## src/rtl/ptw_pkg.sv

```systemverilog
package ptw_pkg;

  typedef enum logic [1:0] {
    ACC_READ  = 2'd0,
    ACC_WRITE = 2'd1,
    ACC_EXEC  = 2'd2,
    ACC_RSVD  = 2'd3
  } acc_e;

  typedef enum logic [2:0] {
    CAUSE_NONE    = 3'd0,
    CAUSE_LENGTH  = 3'd1,
    CAUSE_OUT_INV = 3'd2,
    CAUSE_IN_INV  = 3'd3,
    CAUSE_PERM    = 3'd4
  } cause_e;

  typedef enum logic [1:0] {
    ST_IDLE  = 2'd0,
    ST_OUTER = 2'd1,
    ST_INNER = 2'd2,
    ST_RESP  = 2'd3
  } walk_st_e;

  // bit positions inside a table entry
  localparam int unsigned PTE_V = 0;
  localparam int unsigned PTE_R = 1;
  localparam int unsigned PTE_W = 2;
  localparam int unsigned PTE_X = 3;

endpackage

```

## src/rtl/ptw_rst_sync.sv

```systemverilog
module ptw_rst_sync #(
  parameter int unsigned STAGES = 2
) (
  input  logic clk,
  input  logic rst_n,
  output logic rst_n_sync_o
);
  logic [STAGES-1:0] sync_q;

  always_ff @(posedge clk or negedge rst_n) begin
    if (!rst_n) sync_q <= '0;
    else        sync_q <= {sync_q[STAGES-2:0], 1'b1};
  end

  assign rst_n_sync_o = sync_q[STAGES-1];
endmodule

```

## src/rtl/ptw_addr_gen.sv

```systemverilog
module ptw_addr_gen #(
  parameter int unsigned AW        = 32,
  parameter int unsigned OFF_W     = 12,
  parameter int unsigned IDX_W     = 10,
  parameter int unsigned PTE_BYTES = 4
) (
  input  logic [AW-1:0]       vaddr_i,
  input  logic [AW-1:0]       tbase_i,
  input  logic [AW-OFF_W-1:0] inner_frame_i,
  input  logic                inner_sel_i,
  output logic [AW-1:0]       rd_addr_o
);
  localparam int unsigned SHIFT   = $clog2(PTE_BYTES);
  localparam int unsigned OUT_LSB = OFF_W + IDX_W;

  logic [IDX_W-1:0] outer_idx, inner_idx;
  logic [AW-1:0]    outer_addr, inner_addr, inner_base;

  always_comb begin
    outer_idx  = vaddr_i[OUT_LSB +: IDX_W];
    inner_idx  = vaddr_i[OFF_W +: IDX_W];
    inner_base = {inner_frame_i, {OFF_W{1'b0}}};
    outer_addr = tbase_i    + (AW'(outer_idx) << SHIFT);
    inner_addr = inner_base + (AW'(inner_idx) << SHIFT);
    rd_addr_o  = inner_sel_i ? inner_addr : outer_addr;
  end
endmodule

```

## src/rtl/ptw_entry_chk.sv

```systemverilog
module ptw_entry_chk
  import ptw_pkg::*;
(
  input  logic [PTE_X:0] pte_flags_i,
  input  acc_e           acc_i,
  output logic           present_o,
  output logic           allow_o
);
  always_comb begin
    present_o = pte_flags_i[PTE_V];
    unique case (acc_i)
      ACC_READ:  allow_o = pte_flags_i[PTE_R];
      ACC_WRITE: allow_o = pte_flags_i[PTE_W];
      ACC_EXEC:  allow_o = pte_flags_i[PTE_X];
      default:   allow_o = 1'b0;
    endcase
  end
endmodule

```

## src/rtl/ptw_ctrl.sv

```systemverilog
module ptw_ctrl
  import ptw_pkg::*;
#(
  parameter int unsigned AW    = 32,
  parameter int unsigned OFF_W = 12,
  parameter int unsigned IDX_W = 10
) (
  input  logic                clk,
  input  logic                rst_n,
  input  logic                req_i,
  input  logic [AW-1:0]       vaddr_i,
  input  acc_e                acc_i,
  input  logic [AW-1:0]       tbase_i,
  input  logic [IDX_W:0]      tlen_i,
  input  logic                rd_valid_i,
  input  logic [AW-OFF_W-1:0] rd_frame_i,
  input  logic                pte_present_i,
  input  logic                pte_allow_i,
  output logic                rd_req_o,
  output logic                inner_sel_o,
  output logic [AW-1:0]       vaddr_q_o,
  output logic [AW-1:0]       tbase_q_o,
  output logic [AW-OFF_W-1:0] iframe_q_o,
  output acc_e                acc_q_o,
  output logic                busy_o,
  output logic                done_o,
  output logic                fault_o,
  output cause_e              cause_o,
  output logic [AW-1:0]       paddr_o
);
  localparam int unsigned FR_W    = AW - OFF_W;
  localparam int unsigned OUT_LSB = OFF_W + IDX_W;

  walk_st_e          state_q, state_d;
  logic [AW-1:0]     vaddr_q, tbase_q, paddr_q, paddr_d;
  logic [FR_W-1:0]   iframe_q;
  acc_e              acc_q;
  cause_e            cause_q, cause_d;
  logic              accept, in_range;
  logic              en_req, en_iframe, en_paddr, en_cause;

  assign in_range = {1'b0, vaddr_i[OUT_LSB +: IDX_W]} < tlen_i;
  assign accept   = (state_q == ST_IDLE) && req_i;

  // next-state logic
  always_comb begin
    state_d   = state_q;
    cause_d   = cause_q;
    paddr_d   = paddr_q;
    en_req    = 1'b0;
    en_iframe = 1'b0;
    en_paddr  = 1'b0;
    en_cause  = 1'b0;
    unique case (state_q)
      ST_IDLE: begin
        if (req_i) begin
          en_req   = 1'b1;
          en_cause = 1'b1;
          if (in_range) begin
            cause_d = CAUSE_NONE;
            state_d = ST_OUTER;
          end else begin
            cause_d = CAUSE_LENGTH;
            state_d = ST_RESP;
          end
        end
      end
      ST_OUTER: begin
        if (rd_valid_i) begin
          if (pte_present_i) begin
            en_iframe = 1'b1;
            state_d   = ST_INNER;
          end else begin
            en_cause = 1'b1;
            cause_d  = CAUSE_OUT_INV;
            state_d  = ST_RESP;
          end
        end
      end
      ST_INNER: begin
        if (rd_valid_i) begin
          en_cause = 1'b1;
          state_d  = ST_RESP;
          if (!pte_present_i) begin
            cause_d = CAUSE_IN_INV;
          end else if (!pte_allow_i) begin
            cause_d = CAUSE_PERM;
          end else begin
            cause_d  = CAUSE_NONE;
            en_paddr = 1'b1;
            paddr_d  = {rd_frame_i, vaddr_q[OFF_W-1:0]};
          end
        end
      end
      default: state_d = ST_IDLE;
    endcase
  end

  // registers
  always_ff @(posedge clk or negedge rst_n) begin
    if (!rst_n) begin
      state_q  <= ST_IDLE;
      vaddr_q  <= '0;
      tbase_q  <= '0;
      acc_q    <= ACC_READ;
      iframe_q <= '0;
      paddr_q  <= '0;
      cause_q  <= CAUSE_NONE;
    end else begin
      state_q <= state_d;
      if (en_req) begin
        vaddr_q <= vaddr_i;
        tbase_q <= tbase_i;
        acc_q   <= acc_i;
      end
      if (en_iframe) iframe_q <= rd_frame_i;
      if (en_paddr)  paddr_q  <= paddr_d;
      if (en_cause)  cause_q  <= cause_d;
    end
  end

  assign rd_req_o    = (state_q == ST_OUTER) || (state_q == ST_INNER);
  assign inner_sel_o = (state_q == ST_INNER);
  assign busy_o      = (state_q != ST_IDLE);
  assign done_o      = (state_q == ST_RESP) && (cause_q == CAUSE_NONE);
  assign fault_o     = (state_q == ST_RESP) && (cause_q != CAUSE_NONE);
  assign cause_o     = fault_o ? cause_q : CAUSE_NONE;
  assign paddr_o     = paddr_q;
  assign vaddr_q_o   = vaddr_q;
  assign tbase_q_o   = tbase_q;
  assign iframe_q_o  = iframe_q;
  assign acc_q_o     = acc_q;

  AST_LEN_FAULT_NEXT: assert property (@(posedge clk) disable iff (!rst_n)
    (accept && !in_range) |=> (fault_o && cause_o == CAUSE_LENGTH && !rd_req_o));
  AST_RESP_ONE_CYCLE: assert property (@(posedge clk) disable iff (!rst_n)
    (done_o || fault_o) |=> !(done_o || fault_o));
  AST_RESP_EXCLUSIVE: assert property (@(posedge clk) disable iff (!rst_n)
    $onehot0({done_o, fault_o}));
  AST_BUSY_IGNORES_REQ: assert property (@(posedge clk) disable iff (!rst_n)
    (busy_o && req_i && !(done_o || fault_o)) |=> busy_o);
endmodule

```

## src/rtl/pt_walker.sv

```systemverilog
module pt_walker
  import ptw_pkg::*;
#(
  parameter int unsigned AW        = 32,
  parameter int unsigned OFF_W     = 12,
  parameter int unsigned IDX_W     = 10,
  parameter int unsigned PTE_BYTES = 4
) (
  input  logic             clk,
  input  logic             rst_n,
  input  logic             req_i,
  input  logic [AW-1:0]    req_vaddr_i,
  input  logic [1:0]       req_acc_i,
  input  logic [AW-1:0]    ptbr_i,
  input  logic [IDX_W:0]   ptlr_i,
  output logic             mem_rd_req_o,
  output logic [AW-1:0]    mem_rd_addr_o,
  input  logic             mem_rd_valid_i,
  input  logic [AW-1:0]    mem_rd_data_i,
  output logic             busy_o,
  output logic             done_o,
  output logic             fault_o,
  output logic [2:0]       fault_cause_o,
  output logic [AW-1:0]    paddr_o
);
  localparam int unsigned FR_W = AW - OFF_W;

  logic            rst_n_s;
  logic            inner_sel, present, allow;
  logic [AW-1:0]   vaddr_q, tbase_q;
  logic [FR_W-1:0] iframe_q;
  acc_e            acc_q;
  cause_e          cause;

  ptw_rst_sync #(.STAGES(2)) i_rst_sync (
    .clk          (clk),
    .rst_n        (rst_n),
    .rst_n_sync_o (rst_n_s)
  );

  ptw_ctrl #(.AW(AW), .OFF_W(OFF_W), .IDX_W(IDX_W)) i_ctrl (
    .clk           (clk),
    .rst_n         (rst_n_s),
    .req_i         (req_i),
    .vaddr_i       (req_vaddr_i),
    .acc_i         (acc_e'(req_acc_i)),
    .tbase_i       (ptbr_i),
    .tlen_i        (ptlr_i),
    .rd_valid_i    (mem_rd_valid_i),
    .rd_frame_i    (mem_rd_data_i[AW-1:OFF_W]),
    .pte_present_i (present),
    .pte_allow_i   (allow),
    .rd_req_o      (mem_rd_req_o),
    .inner_sel_o   (inner_sel),
    .vaddr_q_o     (vaddr_q),
    .tbase_q_o     (tbase_q),
    .iframe_q_o    (iframe_q),
    .acc_q_o       (acc_q),
    .busy_o        (busy_o),
    .done_o        (done_o),
    .fault_o       (fault_o),
    .cause_o       (cause),
    .paddr_o       (paddr_o)
  );

  ptw_addr_gen #(.AW(AW), .OFF_W(OFF_W), .IDX_W(IDX_W), .PTE_BYTES(PTE_BYTES)) i_addr_gen (
    .vaddr_i       (vaddr_q),
    .tbase_i       (tbase_q),
    .inner_frame_i (iframe_q),
    .inner_sel_i   (inner_sel),
    .rd_addr_o     (mem_rd_addr_o)
  );

  ptw_entry_chk i_entry_chk (
    .pte_flags_i (mem_rd_data_i[PTE_X:0]),
    .acc_i       (acc_q),
    .present_o   (present),
    .allow_o     (allow)
  );

  assign fault_cause_o = cause;

  AST_RD_HOLD: assert property (@(posedge clk) disable iff (!rst_n_s)
    (mem_rd_req_o && !mem_rd_valid_i) |=> (mem_rd_req_o && $stable(mem_rd_addr_o)));
  AST_DONE_OFFSET: assert property (@(posedge clk) disable iff (!rst_n_s)
    done_o |-> (paddr_o[OFF_W-1:0] == vaddr_q[OFF_W-1:0]));
  AST_RESET_QUIET: assert property (@(posedge clk) disable iff (!rst_n_s)
    (!busy_o) |-> (!mem_rd_req_o && !done_o && !fault_o));
endmodule

```

## config.mk

```make
export PLATFORM = sky130hd
export DESIGN_NAME = pt_walker
export DESIGN_NICKNAME = d
export VERILOG_FILES = /design/src/rtl/ptw_pkg.sv /design/src/rtl/ptw_rst_sync.sv /design/src/rtl/ptw_addr_gen.sv /design/src/rtl/ptw_entry_chk.sv /design/src/rtl/ptw_ctrl.sv /design/src/rtl/pt_walker.sv
export SDC_FILE = /design/constraint.sdc
export NUM_CORES = 1
export LEC_CHECK = 0
export BUFFER_PORTS_ARGS = -buffer_cell sky130_fd_sc_hd__buf_2
export CAP_MARGIN = 20
export CORE_MARGIN = 2
export CORE_UTILIZATION = 53
export CTS_CLUSTER_SIZE = 12
export DETAILED_ROUTE_END_ITERATION = 10
export PLACE_DENSITY = 0.8
export SYNTH_ARGS = -nofsm -noshare
export SYNTH_HDL_FRONTEND = slang
export SYNTH_HIERARCHICAL = 1
export SYNTH_SLANG_ARGS = --single-unit
```

## constraint.sdc

```tcl
create_clock -name clk -period 5.35 [get_ports clk]
set_input_delay 0.8025 -clock clk [delete_from_list [all_inputs] [get_ports clk]]
set_output_delay 0.8025 -clock clk [all_outputs]
set_load 0.02 [all_outputs]
```

After elaboration in Yosys (flattened, before gate mapping). Index checks and enable logic that the tools add are counted.

Bits in registers: 125. Latch bits: 0. Memory bits (writable): 0. ROM bits: 0. Output and inout bits: 71. Word-level logic and storage cells: 62. Memories kept: 0.

Add/sub/neg operators: 2. $mul: 0. Div/mod/pow operators: 0. Magnitude comparators: 1. Equality and inequality tests: 9. Shifts and indexed selects: 0. Mux-type cells: 30. Bitwise operators: 0. Reductions and logical operators: 12.

Operators by type and width (count): 32-bit by 12-bit adder with 32-bit output (2); 32-bit two-way mux (1); 3-bit two-way mux (7); 1-bit two-way mux (14); 10-bit by 11-bit < comparator with 1-bit output (1); 3-bit case mux with 3 select lines (1); 2-bit two-way mux (4); 2-bit inequality test (second input constant) (4); 2-bit equality test (second input constant) (3); 1-bit case mux with 3 select lines (2); 2-bit case mux with 3 select lines (1); 6-bit AND reduction (1); 3-bit nonzero test (2); 5-bit AND reduction (1); 2-bit by 1-bit equality test with 1-bit output (second input constant) (2); 2-bit logical NOT (2); 3-bit logical NOT (1); 3-bit AND reduction (1); 1-bit logical AND (2); 2-bit nonzero test (1); 1-bit logical OR (1).

Depth between registers and ports, before layout.
Depth after elaboration: 7. Depth in mapped cells: 8. Mapped depth without buffers: 7.

Hierarchy. Netlist, hierarchy kept.

By module, submodules not included: ptw_ctrl (instances 1, cells an instance 324, area each 4979.8 sq um); ptw_addr_gen (instances 1, cells an instance 212, area each 1371.3 sq um); ptw_rst_sync (instances 1, cells an instance 3, area each 53.8 sq um); ptw_entry_chk (instances 1, cells an instance 4, area each 30.0 sq um).

Worst setup path before layout. OpenSTA, ideal clock, no wires.

Kind: register to output. Start: register i_ctrl.vaddr_q[22], in the netlist i_ctrl/vaddr_q_o[22]. End: output mem_rd_addr_o[12]. Arrival: 2.260 ns. Data required time: 4.548 ns. Slack: 2.287 ns. Cell stages (with the launch flop): 8. Buffers on the path: 0. Cells stage by stage: dfrtp_1 -> ha_1 -> fa_1 -> a21o_1 -> a21oi_1 -> o21ai_0 -> and3_1 -> o31ai_1.

Word-level cells in the longest chain between the ends: 2.

RTL lines: start: declaration (RTL line ptw_ctrl.sv:35) `logic [AW-1:0] vaddr_q, tbase_q, paddr_q, paddr_d;`; start signal: assignment (RTL line ptw_ctrl.sv:112) `vaddr_q <= vaddr_i;`; 32-bit by 12-bit adder with 32-bit output (RTL line ptw_addr_gen.sv:23) `outer_addr = tbase_i + (AW'(outer_idx) << SHIFT);`; 32-bit two-way mux (RTL line ptw_addr_gen.sv:25) `rd_addr_o = inner_sel_i ? inner_addr : outer_addr;`; end: declaration (RTL line pt_walker.sv:17) `output logic [AW-1:0] mem_rd_addr_o,`.

Every way passes these cells.

Worst setup path after layout.
Start: register i_ctrl.vaddr_q[28], in the netlist i_ctrl/vaddr_q_o[28]. End: output mem_rd_addr_o[27].

The elaborated chain is that of the path after synthesis.

==> metrics.md <==
| Metric | Value |
|---|---|
| Outcome | completed |
| Most common cell after layout, fill and taps aside | buf_2 |
| Top-Level Pins | 184 |
| IO Port Bufs | ~180 |
| Mapped Avg Cell Area | 11.9 um^2 |
| Setup CP Type | flop to output pin |
| Slew HR | 27.3% |
| FMAX | 247 MHz |
| Total Routing Usage GR | 25.0% |
| Leading cell types in the layout, fill and taps excluded | buf_2, dfrtp_1, mux2_2 |
| Sink Count | 125 |
| Pwr/cell area | 720 mW/mm^2 |
| Area leader, netlist | dfrtp_1 |
| Worst path arrival time | 3240 ps |
| Switching share of power | 42.6% |
| WL met1 | 6650 um |
| Pint | 3.30 mW |
| Hold_ws | 157 ps |
| Setup bufs post-CTS | 0 |
| Synthesis Warnings | 6 |
| Startpoint Class | flop |
| Synth unique cells | 56 |
| EDFF count, synth | 0 |
| Sw power | 2.44 mW |
| Seq pwr share | between 30% and 40% |
| Cts bufs inserted | 17 |
| Hold Vio Cnt, Final | 0 |
| Area contributors post-synth | dfrtp_1, mux2_2, ha_1 |
| Number of global-route vias before repair | approximately 5000 |
| Met3 wire length | between 900 and 1000 um |
| Max Buffers Root-to-Sink | 2 |
| First-pass GRT wire length | between 20000 and 30000 um |
| Post-cts hold buffer count | 0 |
| Final period utilization | 75.6% |
| Post-route cell area | approximately 0.0080 mm^2 |
| Final worst path period need | 4040 ps |
| Met2 wire length | 7590 um |
| CTS tree | done |
| N_diodes | 0 |
| Mapped Area | 0.00643 mm^2 |
| Critical path fanouts, max | 14 |
| Worst setup margin | 1310 ps |
| Routed WL | 15500 um |
| RSZ-0062 raised after global routing | false |
| Layout cells sized above 1 | 46.1% |
| Maximum number of pins on one net before global-route repair | 72 |
| Routed len/inst | between 15 and 20 um |
| Setup tns final | 0 ps |
| Final HPWL from detailed placement | between 10000 and 15000 um |
| Placed inst area | 0.00739 mm^2 |
| CP Capture Type | output pin |
| Fin. max-slew vios | 0 |
| Worst vdd ir | 0.000401 V |
| Seq/Total Area, Yosys | between 40% and 50% |
| Skew final | 13.4 ps |
| Starting density of the core | about 54% |
| Syn Inst Count | 543 |
| Die X | 114 um |
| Worst Path Required | 4550 ps |
| # resized after CTS | 0 |
| Asr flop ratio synth | 100% |
| Cell leakage power | roughly 3.8 nW |
| DR iter-0 viols | 312 |
| Area growth from synthesis to layout | 23.9% |
| H-tree depth | 4 |
| Die area | approximately 0.013 mm^2 |
| Rows | 40 |
| DR vias | 4994 |
| Initial antenna violation count | 0 |
| Max Cap Viol | 0 |
| CTS Root Cell | clkbuf_16 |
| Gp weighted congestion | 0.861 |
| Min-delay worst type | input port to async pin |
| Setup Viol. Count Final | 0 |
| Placeable Area | between 0.01 and 0.015 mm^2 |
| DR top layer | met4 |
| Die Ht | around 110 um |
| Yosys top cell area share | between 40% and 50% |
| Clock power share | 19.3% |
| # DRC | 0 |
| Slew @ Worst Pin | between 1000 and 1500 ps |
| Synth Flop Type | dfrtp_1 |
| Grt ovf | 0 |
| Via density | 5.71 |
| Post-route ant nets | 0 |
| Post-Syn Nets | 680 |
| Clock Pin Slew Worst Setup and Hold Paths | 60 ps |
| Combinational share of power | 49.8% |
| DP Worst Slack | 1770 ps |
| Nets | 853 |
| First-pass iteration count of the detailed router | 5 |
| Inst Count DP | 843 |
| Fin cells | approximately 870 |
| Clk Latency, worst-skew pair | 420 ps |
| FF+latch count, synth | 125 |
synthesized netlist by cell type, drive strengths merged (3+ instances only):
cell,number
a2111o,5
a21o,6
a21oi,20
a31oi,8
and2,7
and3,4
and4,5
buf,17
clkbuf,8
dfrtp,125
ha,23
inv,15
mux2,120
nand2,39
nand3,9
nand4,11
nand4b,3
nor2,17
nor2b,8
nor3,5
o211ai,12
o21a,5
o21ai,18
o31ai,12
or4,6
xor2,4
registers in the layout (all words and copies together) (netlist names):
signal and flops:
i_ctrl/acc_q_o 2, i_ctrl/cause_q 3, i_ctrl/iframe_q_o 20, i_ctrl/paddr_o 32
i_ctrl/state_q 2, i_ctrl/tbase_q_o 32, i_ctrl/vaddr_q_o 32, i_rst_sync/sync_q 2
critical path, stage by stage, from the launching register on:
cell       delay (ps)
dfrtp_1           380
ha_1              370
a21oi_1           250
o21ai_1           180
a21oi_1           890
a2111oi_0         250
a221o_1           350
buf_2             170
layer usage:
layer	global-route usage, %	up-vias
met5	0	-
met4	11.0	0
met3	7.15	23
met2	40.6	168
met1	31.4	2448
li1	-	2355
power by group through the flow:
stage / logic [mW] / clock network [mW] / registers (mW)
floorplan: 1.92 / 0 / 1.81
global placement: 2.76 / 0 / 1.73
detailed placement: 2.84 / 0 / 1.77
CTS: 2.85 / 1.14 / 1.76
global route: 3.11 / 1.18 / 1.83
finish: 2.86 / 1.11 / 1.77
cell families (layout without fill, tap and decap cells):
| family | count (synthesis) | count (layout) | share of synthesized area [%] |
|---|---|---|---|
| multiplexers | 121 | 121 | 21.2 |
| buffers and inverters | 40 | 224 | 3.13 |
| XOR/XNOR | 6 | 6 | 0.817 |
| other | 1 | 1 | 0.0583 |
| adder cells (fa/ha/maj) | 24 | 24 | 4.78 |
| AO/OA/AOI/OAI | 104 | 104 | 11.4 |
| AND/OR/NAND/NOR | 122 | 122 | 10.1 |
| flip-flops | 125 | 125 | 48.6 |
cell type report:
cell class	instances	area (um^2)
timing repair buffer	179	918
clock inverter	10	118
clock buffer	20	457
tap	147	184
multi-input combinational	378	3110
inverter	15	56.3
sequential	125	3130
fill	928	3940
per-stage QoR:
stage / power (mW) / utilization (%)
after detailed placement: 4.61 / 62.1
after floorplan: 3.73 / -
after CTS: 5.76 / 66.9
after global placement: 4.49 / 61.9
final: 5.74 / 67.0
after global routing: 6.11 / 67.0
worst paths after layout:
check,start,endpoint,slack (ps),cells past startpoint
max,i_ctrl/vaddr_q_o[28],mem_rd_addr_o[27],1310,7
min,rst_n,i_rst_sync/sync_q[1],160,1
max reg2reg,i_ctrl/state_q[0],i_ctrl/paddr_o[29],2750,5
min reg2reg,i_rst_sync/sync_q[0],i_rst_sync/sync_q[1],350,0
max in group asynchronous,i_rst_sync/sync_q[1],i_ctrl/iframe_q_o[8],3630,1
min in group clk,i_rst_sync/sync_q[0],i_rst_sync/sync_q[1],350,0
Power figures use the tool's default switching activity.
